===== config.mk =====
export PLATFORM = sky130hd
export DESIGN_NAME = usbh_susp_seq
export DESIGN_NICKNAME = d
export VERILOG_FILES = /design/src/rtl/usbh_susp_pkg.sv /design/src/rtl/usbh_ms_timer.sv /design/src/rtl/usbh_wake_flags.sv /design/src/rtl/usbh_addr_reg.sv /design/src/rtl/usbh_susp_seq.sv
export SDC_FILE = /design/constraint.sdc
export NUM_CORES = 1
export LEC_CHECK = 0
export BUFFER_PORTS_ARGS = -buffer_cell sky130_fd_sc_hd__buf_4
export CELL_PAD_IN_SITES_DETAIL_PLACEMENT = 1
export CELL_PAD_IN_SITES_GLOBAL_PLACEMENT = 1
export CORE_MARGIN = 1.5
export CORE_UTILIZATION = 35
export CTS_CLUSTER_SIZE = 24
export DETAILED_ROUTE_END_ITERATION = 7
export PLACE_DENSITY_LB_ADDON = 0.1
export SETUP_SLACK_MARGIN = 0.3
export SLEW_MARGIN = 40
export SYNTH_ARGS = -nofsm -noshare
export SYNTH_HDL_FRONTEND = slang
export SYNTH_SLANG_ARGS = --single-unit

===== constraint.sdc =====
create_clock -name clk -period 4.17 [get_ports clk]
set_clock_uncertainty 0.2 [all_clocks]
set_input_delay 0.417 -clock clk [delete_from_list [all_inputs] [get_ports clk]]
set_output_delay 0.417 -clock clk [all_outputs]
set_load 0.01 [all_outputs]

===== src/rtl/usbh_susp_pkg.sv =====
// Shared definitions for the USB host suspend/resume sequencer.
// Assumes line-state codes come from an already synchronised decoder.
package usbh_susp_pkg;

    typedef enum logic [1:0] {
        ST_READY  = 2'd0,
        ST_SUSP   = 2'd1,
        ST_RESUME = 2'd2
    } host_st_e;

    localparam logic [1:0] LS_IDLE = 2'b00;
    localparam logic [1:0] LS_J    = 2'b01;
    localparam logic [1:0] LS_K    = 2'b10;
    localparam logic [1:0] LS_SE0  = 2'b11;

    localparam int FLAG_WAKE = 0;
    localparam int FLAG_RSM  = 1;
    localparam int NFLAGS    = 2;

endpackage


===== src/rtl/usbh_ms_timer.sv =====
// Millisecond interval counter.
// Counts single-cycle ms ticks since the last clear and saturates at LIMIT.
// A clear in the same cycle as a tick wins. Assumes ticks are one cycle wide.
module usbh_ms_timer #(
    parameter int LIMIT = 21,
    localparam int CW   = $clog2(LIMIT + 1)
) (
    input  logic          clk,
    input  logic          rst_n,
    input  logic          clr_i,
    input  logic          tick_i,
    output logic [CW-1:0] cnt_o
);
    localparam logic [CW-1:0] LIM = CW'(LIMIT);

    logic [CW-1:0] cnt_q;

    // Count ticks, restart on clear, hold at the limit.
    always_ff @(posedge clk) begin
        if (!rst_n)
            cnt_q <= '0;
        else if (clr_i)
            cnt_q <= '0;
        else if (tick_i && cnt_q != LIM)
            cnt_q <= cnt_q + 1'b1;
    end

    assign cnt_o = cnt_q;
endmodule


===== src/rtl/usbh_wake_flags.sv =====
// Sticky interrupt flags with write-one-to-clear and per-flag enables.
// A set condition wins over a clear in the same cycle. The combined
// interrupt is the OR of enabled flags, decoded from the flag registers.
module usbh_wake_flags #(
    parameter int NF = 2
) (
    input  logic          clk,
    input  logic          rst_n,
    input  logic [NF-1:0] set_i,
    input  logic [NF-1:0] clr_i,
    input  logic [NF-1:0] en_i,
    output logic [NF-1:0] flag_o,
    output logic          irq_o
);
    logic [NF-1:0] flag_q;

    for (genvar g = 0; g < NF; g++) begin : g_flag
        // One sticky flag: set has priority, then clear, else hold.
        always_ff @(posedge clk) begin
            if (!rst_n)
                flag_q[g] <= 1'b0;
            else if (set_i[g])
                flag_q[g] <= 1'b1;
            else if (clr_i[g])
                flag_q[g] <= 1'b0;
        end
    end

    assign flag_o = flag_q;
    assign irq_o  = |(flag_q & en_i);
endmodule


===== src/rtl/usbh_addr_reg.sv =====
// Device address register of the host port.
// Loads on a write strobe; a bus reset returns it to the default address 0
// and takes priority over a write in the same cycle.
module usbh_addr_reg #(
    parameter int W = 7
) (
    input  logic         clk,
    input  logic         rst_n,
    input  logic         wr_i,
    input  logic [W-1:0] wdata_i,
    input  logic         bus_reset_i,
    output logic [W-1:0] addr_o
);
    logic [W-1:0] addr_q;

    // Hold the address, clear on bus reset, load on write.
    always_ff @(posedge clk) begin
        if (!rst_n)
            addr_q <= '0;
        else if (bus_reset_i)
            addr_q <= '0;
        else if (wr_i)
            addr_q <= wdata_i;
    end

    assign addr_o = addr_q;
endmodule


===== src/rtl/usbh_susp_seq.sv =====
// USB host suspend/resume sequencer (top).
// Sequences Ready -> Suspended -> Resuming -> Ready. The state machine
// is steered by the start-of-frame enable, the resume request and ms ticks.
// Latches wake-up and upstream-resume events seen while suspended.
// Assumes line_state_i is synchronised and ms_tick_i is a one-cycle pulse.
module usbh_susp_seq
    import usbh_susp_pkg::*;
#(
    parameter int ADDR_W    = 7,
    parameter int SUSP_MS   = 3,
    parameter int RESUME_MS = 20
) (
    input  logic              clk,
    input  logic              rst_n,
    input  logic              sof_en_i,
    input  logic              resume_req_i,
    input  logic              bus_reset_i,
    input  logic              addr_wr_i,
    input  logic [ADDR_W-1:0] addr_wdata_i,
    input  logic [1:0]        line_state_i,
    input  logic              ms_tick_i,
    input  logic [1:0]        irq_clr_i,
    input  logic [1:0]        irq_en_i,
    output logic              sof_permit_o,
    output logic              drive_k_o,
    output logic              susp_done_o,
    output logic              wake_flag_o,
    output logic              rsm_flag_o,
    output logic              irq_o,
    output logic [ADDR_W-1:0] dev_addr_o
);
    localparam int CNT_LIMIT = ((SUSP_MS > RESUME_MS) ? SUSP_MS : RESUME_MS) + 1;
    localparam int CNT_W     = $clog2(CNT_LIMIT + 1);
    localparam logic [CNT_W-1:0] SUSP_CMP = CNT_W'(SUSP_MS);
    localparam logic [CNT_W-1:0] RES_CMP  = CNT_W'(RESUME_MS);

    host_st_e         state_q, state_d;
    logic [CNT_W-1:0] ms_cnt;
    logic             in_susp;
    logic             state_chg;
    logic [NFLAGS-1:0] flag_set, flag_val;

    // Next-state decision for the port power sequence.
    always_comb begin
        state_d = state_q;
        case (state_q)
            ST_READY:  if (!sof_en_i) state_d = ST_SUSP;
            ST_SUSP:   if (resume_req_i && sof_en_i) state_d = ST_RESUME;
            ST_RESUME: begin
                if (!sof_en_i)
                    state_d = ST_SUSP;
                else if (ms_tick_i && ms_cnt == RES_CMP)
                    state_d = ST_READY;
            end
            default:   state_d = ST_READY;
        endcase
    end

    // State register.
    always_ff @(posedge clk) begin
        if (!rst_n)
            state_q <= ST_READY;
        else
            state_q <= state_d;
    end

    assign in_susp   = (state_q == ST_SUSP);
    assign state_chg = (state_d != state_q);

    usbh_ms_timer #(.LIMIT(CNT_LIMIT)) i_timer (
        .clk    (clk),
        .rst_n  (rst_n),
        .clr_i  (state_chg),
        .tick_i (ms_tick_i),
        .cnt_o  (ms_cnt)
    );

    // Wake-up event decode: activity while suspended; K means upstream resume.
    always_comb begin
        flag_set            = '0;
        flag_set[FLAG_WAKE] = in_susp && (line_state_i != LS_IDLE);
        flag_set[FLAG_RSM]  = in_susp && (line_state_i == LS_K);
    end

    usbh_wake_flags #(.NF(NFLAGS)) i_flags (
        .clk    (clk),
        .rst_n  (rst_n),
        .set_i  (flag_set),
        .clr_i  (irq_clr_i),
        .en_i   (irq_en_i),
        .flag_o (flag_val),
        .irq_o  (irq_o)
    );

    usbh_addr_reg #(.W(ADDR_W)) i_addr (
        .clk         (clk),
        .rst_n       (rst_n),
        .wr_i        (addr_wr_i),
        .wdata_i     (addr_wdata_i),
        .bus_reset_i (bus_reset_i),
        .addr_o      (dev_addr_o)
    );

    assign wake_flag_o  = flag_val[FLAG_WAKE];
    assign rsm_flag_o   = flag_val[FLAG_RSM];
    assign sof_permit_o = (state_q == ST_READY);
    assign drive_k_o    = (state_q == ST_RESUME);
    assign susp_done_o  = in_susp && (ms_cnt > SUSP_CMP);
endmodule


==> results of run 1 <==
how the worst max path moves through the flow:
stage                                 from          end  slack (ns)  cells past startpoint
after global placement    i_timer.cnt_o[0]  susp_done_o        2.40                      4
after floorplan           i_timer.cnt_o[0]  susp_done_o        2.54                      3
after CTS                 i_timer.cnt_o[0]  susp_done_o        2.03                      4
final                     i_timer.cnt_o[0]  susp_done_o        2.04                      4
after detailed placement  i_timer.cnt_o[0]  susp_done_o        2.34                      4
after global routing      i_timer.cnt_o[0]  susp_done_o        1.94                      4
cell usage in the layout (no fill, tap or decap):
master    Yosys  layout
ha_1          3       3
and3_4        1       1
a211oi_1      2       2
nor2_1        8       8
xor2_1        1       1
nand2b_1      3       3
a21oi_1       4       4
o21a_1        1       1
a22o_1        1       1
and3_1        1       1
nand2_1       4       4
dfxtp_1      16      16
a21boi_0      2       2
o41a_2        1       1
nand4b_1      1       1
nand3_1       2       2
and4b_2       1       1
nand3b_1      1       1
a21bo_2       1       1
nand4_1       2       2
buf_4         0      32
mux2i_1       8       8
inv_1         4       4
nor2b_1       2       2
o21ai_0       5       5
nor4_2        1       1
clkbuf_4      0       3
and4b_4       1       1
nor3_1        4       4
critical path: stages, from the launching register on:
cell	delay [ns]
dfxtp_1	0.40
ha_1	0.24
nor3_1	0.07
o41a_2	0.37
buf_4	0.15
metal layers:
layer	global-route usage [%]	wire (µm)	vias to the layer above
met5	0	0	-
met4	8.33	27	0
met3	3.33	129	2
met2	29.1	898	27
met1	19.3	821	336
li1	-	-	367
stage by stage:
stage	instance area [µm²]	hold slack, ns	power [mW]
floorplan	771	0.289	0.184
global placement	1040	0.274	0.209
detailed placement	1040	0.298	0.211
CTS	1060	0.185	0.288
global route	1060	0.187	0.299
finish	1060	0.177	0.285
cells by family after synthesis:
logic type	Yosys count	share of synthesized area [%]
simple gates	32	24.7
compound gates	17	14.8
flops	16	41.6
mux	8	10.4
buf+inv	5	2.60
fa+ha+maj	3	4.87
xor+xnor	1	1.14
final cells by class:
type / count / area (µm²) / share of cell area (%)
multi-input combinational: 61 / 430 / 40.5
inverter: 4 / 15.0 / 1.41
tap: 27 / 33.8 / 3.18
timing repair buffer: 32 / 240 / 22.6
sequential: 16 / 320 / 30.2
clock buffer: 3 / 22.5 / 2.12
state kept, by name, summed over array words and instances (netlist names):
register / flops
i_addr.addr_o: 7
i_flags.flag_o: 2
i_timer.cnt_o: 5
state_q: 2
power groups by stage:
stage | clock network (mW) | registers (mW) | logic [mW]
floorplan | 0 | 0.166 | 0.0186
global placement | 0 | 0.165 | 0.0446
detailed placement | 0 | 0.165 | 0.0457
CTS | 0.0800 | 0.162 | 0.0460
global route | 0.0863 | 0.162 | 0.0504
finish | 0.0782 | 0.162 | 0.0454
==> impl_metrics.csv, run 1 <==
group,metric,value,unit
yosys,ys.flop_type,"dfxtp_1",
layout,drive_gt1_share,35.3,%
yosys,post-synth-top-area-fraction,41.6,%
yosys,synth_edf_count,0,
global_route,grt_pass1_wl,3220,µm
yosys,synth_common_cells,"dfxtp_1, mux2i_1, nor2_1",
worst_setup_path,rrSetupSlack,2.61,ns
global_route,grt_usage,16.7,%
status,status,"completed",
clock_network,cts_hold_buf,0,
power,p_int,0.217,mW
floorplan,fp.dieH,49.9,µm
sta,slew_headroom,52.3,%
clock_network,cts_tree,"yes",
floorplan,die_area,2490,µm²
power,p_clk_share,27.4,%
drt,firstDrtPassIters,3,
clock_network,worst_skew_pair.late_latency,0.28,ns
global_route,grt_max_degree,9,
power,p_sw,0.0682,mW
drt,vias_per_cell,5.12,
clock_network,ctsRootBufferMaster,"clkbuf_4",
drt,via_count,732,
yosys,async_flop_share,0,%
layout,area_growth_syn_to_layout,37.8,%
placed_design,hpwl,1510,µm
drt,wl_per_cell,13.1,µm
yosys,synth.largest_area_cell,"dfxtp_1",
power,power_frac_seq,56.7,%
yosys,netlist_instances,82,
yosys,yosysMostFrequentCell,"dfxtp_1",
sta,period_minus_slack,2.13,ns
drt,ant_nets,0,
drt,drc,0,
worst_setup_path,cp.required,3.55,ns
sta,setup_tns,0,ns
clock_network,h-tree-depth,1,
drt,routed_wl,1880,µm
power,swShare,23.9,%
sta,rsz0062_at_grt,"no",
worst_setup_path,r2r_end,"i_timer.cnt_o[2]",
sta,tightest_slew,0.708,ns
layout,stdcell_count,143,
global_route,antenna_found_initial,0,
global_route,grt_overflow_total,0,
yosys,ys_seq_area_share,41.6,%
hold_path,hold_path_end,"i_addr.addr_o[0]",
floorplan,coreArea,2020,µm²
yosys,yosys-top-cells-area,"dfxtp_1, mux2i_1, ha_1",
floorplan,die_x,49.9,µm
yosys,ys_types,28,
sta,final_max_slew_viol_count,0,
placed_design,io_buffers,32,
yosys,syn_area,771,µm²
layout,final_core_util,52.5,%
yosys,yosysWarnings,0,
sta,fin_crit_sh,51.1,%
worst_setup_path,worstPathMaxFanout,5,
worst_setup_path,path_class,"reg2out",
placed_design,dp.cells,140,
hold_path,min_path_type,"in2reg",
drt,drt_iter0_markers,5,
sta,setup_violations,0,
clock_network,cts_buffer_depth,2,
placed_design,dp_slack,2.34,ns
clock_network,post_cts_resized,0,
sta,fmax,469,MHz
worst_setup_path,r2r_cells,5,
placed_design,place.gp.congestion,0.808,
clock_network,cts.reportedPaths.clkPinSlew,0.09,ns
floorplan,ios,33,
power,total_leakage_power,0.482,nW
worst_setup_path,r2r-start,"i_timer.cnt_o[1]",
floorplan,row_count,16,
yosys,synth_seq_cells,16,
worst_setup_path,cp.arrival,1.51,ns
layout,diodes,0,
power,power.density,268,nW/µm²
sta,fin_ws,2.04,ns
power,combPwrFrac,15.9,%
layout,final_nets,141,
clock_network,post_cts_buffers,0,
hold_path,hold_depth,3,
clock_network,cts.sinks,16,
yosys,synth.avg_cell_area,9.40,µm²
worst_setup_path,endpoint_kind,"primary output",
clock_network,cts_buffers,3,
floorplan,start_util,38.1,%
worst_setup_path,critPathLaunchType,"register",
sta,hold_viol_final,0,
layout,fillers,253,
global_route,grt_pass1_vias,719,
yosys,synth_nets,105,
flow_run,maxCapViolations,0,
hold_path,hp-start,"addr_wdata_i[0]",
power,peakVddDrop,0.132,mV
Note: power is estimated with default switching activity, not from simulation.
==> run 2: changes to the inputs <==
CORE_UTILIZATION = 33   (was 35)
clock period = 2.2 ns   (was 4.17 ns; I/O delays follow)
==> impl_metrics.csv, run 2 (synthesis gave the netlist of run 1 again) <==
group,metric,value,unit
status,status,"completed",
worst_setup_path,cpPeakStageDelay,0.40,ns
clock_network,post_cts_buffers,0,
drt,drt_iter0_markers,5,
layout,multi_input_area,443,µm²
global_route,grt_pass1_vias,798,
clock_network,worst_skew_pair.late_latency,0.29,ns
layout,layout_common_cells,"buf_4, dfxtp_1, dlygate4sd3_1",
sta,setup_violations,0,
worst_setup_path,cp.arrival,1.42,ns
worst_setup_path,critPathLaunchType,"register",
clock_network,cts.reportedPaths.clkPinSlew,0.10,ns
worst_setup_path,path_class,"reg2out",
power,peakVddDrop,0.379,mV
floorplan,row_count,17,
drt,via_count,771,
floorplan,coreArea,2210,µm²
drt,wl_per_cell,13.5,µm
layout,diodes,0,
placed_design,place.gp.congestion,0.806,
layout,largest_reg_flops,7,
global_route,antenna_found_initial,0,
clock_network,cts_tree,"yes",
sta,fmax,545,MHz
hold_path,min_path_type,"in2reg",
power,total_leakage_power,0.537,nW
layout,final_nets,153,
drt,ant_nets,0,
power,power.density,502,nW/µm²
placed_design,dp.cells,142,
worst_setup_path,worstPathMaxFanout,5,
worst_setup_path,slowest_stage,"dfxtp_2",
drt,firstDrtPassIters,4,
sta,slew_headroom,80.9,%
floorplan,start_util,34.8,%
clock_network,cts_buffer_depth,2,
global_route,grt_pass1_wl,3530,µm
sta,final_max_slew_viol_count,0,
clock_network,cts_buffers,3,
drt,drc,0,
global_route,grt_max_degree,10,
placed_design,io_buffers,32,
layout,layout_commonest_cell,"buf_4",
floorplan,die_area,2630,µm²
worst_setup_path,critPathTopFamily,"flip-flops",
sta,period_minus_slack,1.84,ns
floorplan,fp.dieH,51.3,µm
layout,final_core_util,54.7,%
clock_network,h-tree-depth,1,
sta,setup_tns,0,ns
sta,fin_crit_sh,83.4,%
floorplan,die_x,51.3,µm
global_route,grt_usage,18.1,%
layout,stdcell_count,157,
worst_setup_path,cp.required,1.78,ns
layout,fillers,259,
drt,vias_per_cell,4.91,
layout,drive_gt1_share,35.7,%
flow_run,maxCapViolations,0,
placed_design,hpwl,1420,µm
sta,hold_viol_final,0,
worst_setup_path,cp_num_buf_inv,1,
clock_network,cts.sinks,16,
sta,rsz0062_at_grt,"no",
drt,routed_wl,2110,µm
floorplan,ios,33,
clock_network,ctsRootBufferMaster,"clkbuf_4",
layout,ff_latch_area,323,µm²
global_route,grt_overflow_total,0,
sta,tightest_slew,0.287,ns
worst_setup_path,endpoint_kind,"primary output",
worst_setup_path,path_cells,"ha_4, nor3_1, o41a_2, buf_4",
layout,area_growth_syn_to_layout,57.0,%
-- run 2: where the power goes --
group,internal (mW),switching [mW]
Clock,0.101,0.0938
Combinational,0.0636,0.0415
Sequential,0.299,0.00883
-- run 2: timing repair --
| action | in CTS | in global routing |
|---|---|---|
| endpoints found under the hold margin | 9 | 0 |
| endpoints found under the setup margin | 1 | 1 |
| hold buffers | 11 | 0 |
| resized for setup | 3 | 1 |
-- run 2: final timing paths --
check	slack (ns)	from	end	cells past startpoint
hold reg to reg	0.30	i_addr.addr_o[6]	i_addr.addr_o[6]	2
hold / removal	0.007	rst_n	state_q[0]	2
setup / recovery	0.36	i_timer.cnt_o[0]	susp_done_o	4
setup reg to reg	0.67	i_timer.cnt_o[1]	i_timer.cnt_o[2]	5
-- run 2: area by class of cell --
type,instances,share of cell area (%)
Sequential cell,16,26.7
Multi-Input combinational cell,61,36.6
Timing Repair Buffer,44,29.6
Clock buffer,4,3.00
Inverter,4,1.24
Tap cell,28,2.90
-- run 2: metal layers --
layer | track usage (%) | part of all wire [%] | vias to the layer above
met2 | 35.1 | 52 | 21
li1 | - | - | 389
met4 | 2.63 | 0.71 | 0
met3 | 4.39 | 4.5 | 2
met5 | 0 | 0 | -
met1 | 20.3 | 43 | 359
-- run 2: stage by stage --
| stage | worst slack (ns) | instance area [µm²] | hold slack [ns] | total power [mW] |
|---|---|---|---|---|
| after global routing | 0.315 | 1210 | 0.0136 | 0.643 |
| after CTS | 0.316 | 1200 | 0.00250 | 0.613 |
| after detailed placement | 0.580 | 1050 | 0.267 | 0.402 |
| after global placement | 0.617 | 1050 | 0.259 | 0.399 |
| after floorplan | 0.771 | 771 | 0.136 | 0.350 |
| final | 0.364 | 1210 | 0.00678 | 0.607 |
==> run 3: changes to the inputs <==
clock period = 1.9 ns   (was 2.2 ns; I/O delays follow)
==> impl_metrics.csv, run 3 (synthesis gave the netlist of run 1 again) <==
group,metric,value,unit
hold_path,hold_depth,3,
clock_network,cts_tree,"yes",
drt,wl_per_cell,14.1,µm
worst_setup_path,r2r-start,"i_timer.cnt_o[0]",
worst_setup_path,r2r_cells,5,
power,power,0.717,mW
drt,ant_nets,0,
worst_setup_path,startpoint,"i_timer.cnt_o[0]",
layout,final_nets,160,
worst_setup_path,cp.arrival,1.37,ns
worst_setup_path,r2r_end,"i_timer.cnt_o[1]",
worst_setup_path,cp-endpoint,"susp_done_o",
clock_network,cts.sinks,16,
drt,drt_iter0_markers,4,
clock_network,cts_buffers,3,
drt,drc,0,
worst_setup_path,rrSetupSlack,0.34,ns
global_route,grt_usage,18.0,%
sta,final_max_slew_viol_count,0,
layout,diodes,0,
status,status,"completed",
clock_network,ctsRootBufferMaster,"clkbuf_4",
layout,layout_common_cells,"buf_4, dlygate4sd3_1, dfxtp_1",
global_route,grt_pass1_wl,3550,µm
layout,layout_commonest_cell,"buf_4",
clock_network,worst_skew_pair.late_latency,0.29,ns
worst_setup_path,cp.required,1.51,ns
power,total_leakage_power,0.574,nW
layout,area_growth_syn_to_layout,67.7,%
global_route,grt_pass1_vias,813,
flow_run,maxCapViolations,0,
floorplan,die_area,2630,µm²
sta,whs,0.0110,ns
layout,largest_reg_flops,7,
floorplan,fp.dieH,51.3,µm
drt,routed_wl,2310,µm
clock_network,cts_buffer_depth,2,
sta,fmax,568,MHz
global_route,grt_max_degree,10,
floorplan,start_util,34.8,%
sta,tightest_slew,0.298,ns
worst_setup_path,worstPathMaxFanout,4,
global_route,antenna_found_initial,0,
placed_design,place.gp.congestion,0.804,
layout,drive_gt1_share,39.0,%
floorplan,ios,33,
sta,setup_violations,0,
sta,fin_crit_sh,92.6,%
floorplan,row_count,17,
layout,fillers,255,
drt,firstDrtPassIters,4,
worst_setup_path,endpoint_kind,"primary output",
clock_network,h-tree-depth,1,
hold_path,min_path_type,"in2reg",
clock_network,cts.reportedPaths.clkPinSlew,0.10,ns
worst_setup_path,path_cells,"ha_4, nor3_1, o41a_2, buf_6",
power,peakVddDrop,0.430,mV
sta,slew_headroom,80.1,%
worst_setup_path,crit_cells,4,
power,power.density,554,nW/µm²
floorplan,die_x,51.3,µm
worst_setup_path,cp_num_buf_inv,1,
sta,rsz0062_at_grt,"yes",
worst_setup_path,critPathTopFamily,"flip-flops",
worst_setup_path,cpPeakStageDelay,0.39,ns
global_route,grt_overflow_total,0,
sta,period_minus_slack,1.76,ns
placed_design,hpwl,1450,µm
drt,via_count,829,
drt,vias_per_cell,5.05,
worst_setup_path,critPathLaunchType,"register",
worst_setup_path,slowest_stage,"dfxtp_4",
placed_design,io_buffers,32,
floorplan,coreArea,2210,µm²
worst_setup_path,path_class,"reg2out",
sta,hold_viol_final,0,
sta,setup_tns,0,ns
## run 3: changes by cell type in the layout (fill, tap and decap cells not counted), sizes merged
cell,delta
dlygate4sd3,+4
buf,+3
## run 3: worst reg2reg max path: cells and delay by family, from the launching register on
family | cells | cell delay [ns]
adders and majority gates | 1 | 0.18
and+or+nand+nor | 1 | 0.28
AOI/OAI and AO/OA | 2 | 0.31
DFF | 1 | 0.39
buffers and inverters | 1 | 0.12
## run 3: metal layers
layer | GRT usage [%] | vias up | routed length [µm]
met3 | 4.68 | 0 | 102
met1 | 20.6 | 403 | 944
met4 | 2.63 | 0 | 0
met5 | 0 | - | 0
li1 | - | 405 | -
met2 | 33.8 | 21 | 1260
## run 3: timing repair
action                                  4_1_cts  5_1_grt
endpoints found under the setup margin        1        5
setup buffers                                 2        1
pin swaps                                     1        0
hold buffers                                 15        0
hold endpoints to repair                     11        0
resized for setup                             7        5
## run 3: final cells by class
cell class | instances | area (µm²) | share of cell area [%]
flip-flops and latches | 16 | 328 | 25.4
well taps | 28 | 35.0 | 2.71
clock buffers | 4 | 36.3 | 2.81
inverters | 4 | 15.0 | 1.16
repair buffers | 51 | 424 | 32.8
multi-input cells | 61 | 454 | 35.1
## run 3: worst min path at each step
stage	from	end	slack [ns]
2_1_floorplan	sof_en_i	state_q[1]	0.11
3_3_place_gp	addr_wdata_i[6]	i_addr.addr_o[6]	0.23
3_5_place_dp	addr_wdata_i[6]	i_addr.addr_o[6]	0.24
4_1_cts	ms_tick_i	i_timer.cnt_o[1]	0.0002
5_1_grt	ms_tick_i	i_timer.cnt_o[1]	0.01
6_report	ms_tick_i	i_timer.cnt_o[1]	0.01
## run 3: through the flow
stage	setup slack [ns]	util, %	instance area, µm²	std cells
floorplan	0.476	-	771	82
global placement	0.347	47.4	1050	142
detailed placement	0.331	47.4	1050	142
CTS	0.153	57.6	1270	163
global route	0.0988	58.4	1290	164
finish	0.140	58.4	1290	164
## run 3: power by group
part / internal, mW / switching, mW
combinational: 0.0821 / 0.0527
sequential: 0.344 / 0.0101
clock: 0.117 / 0.110
total: 0.543 / 0.173
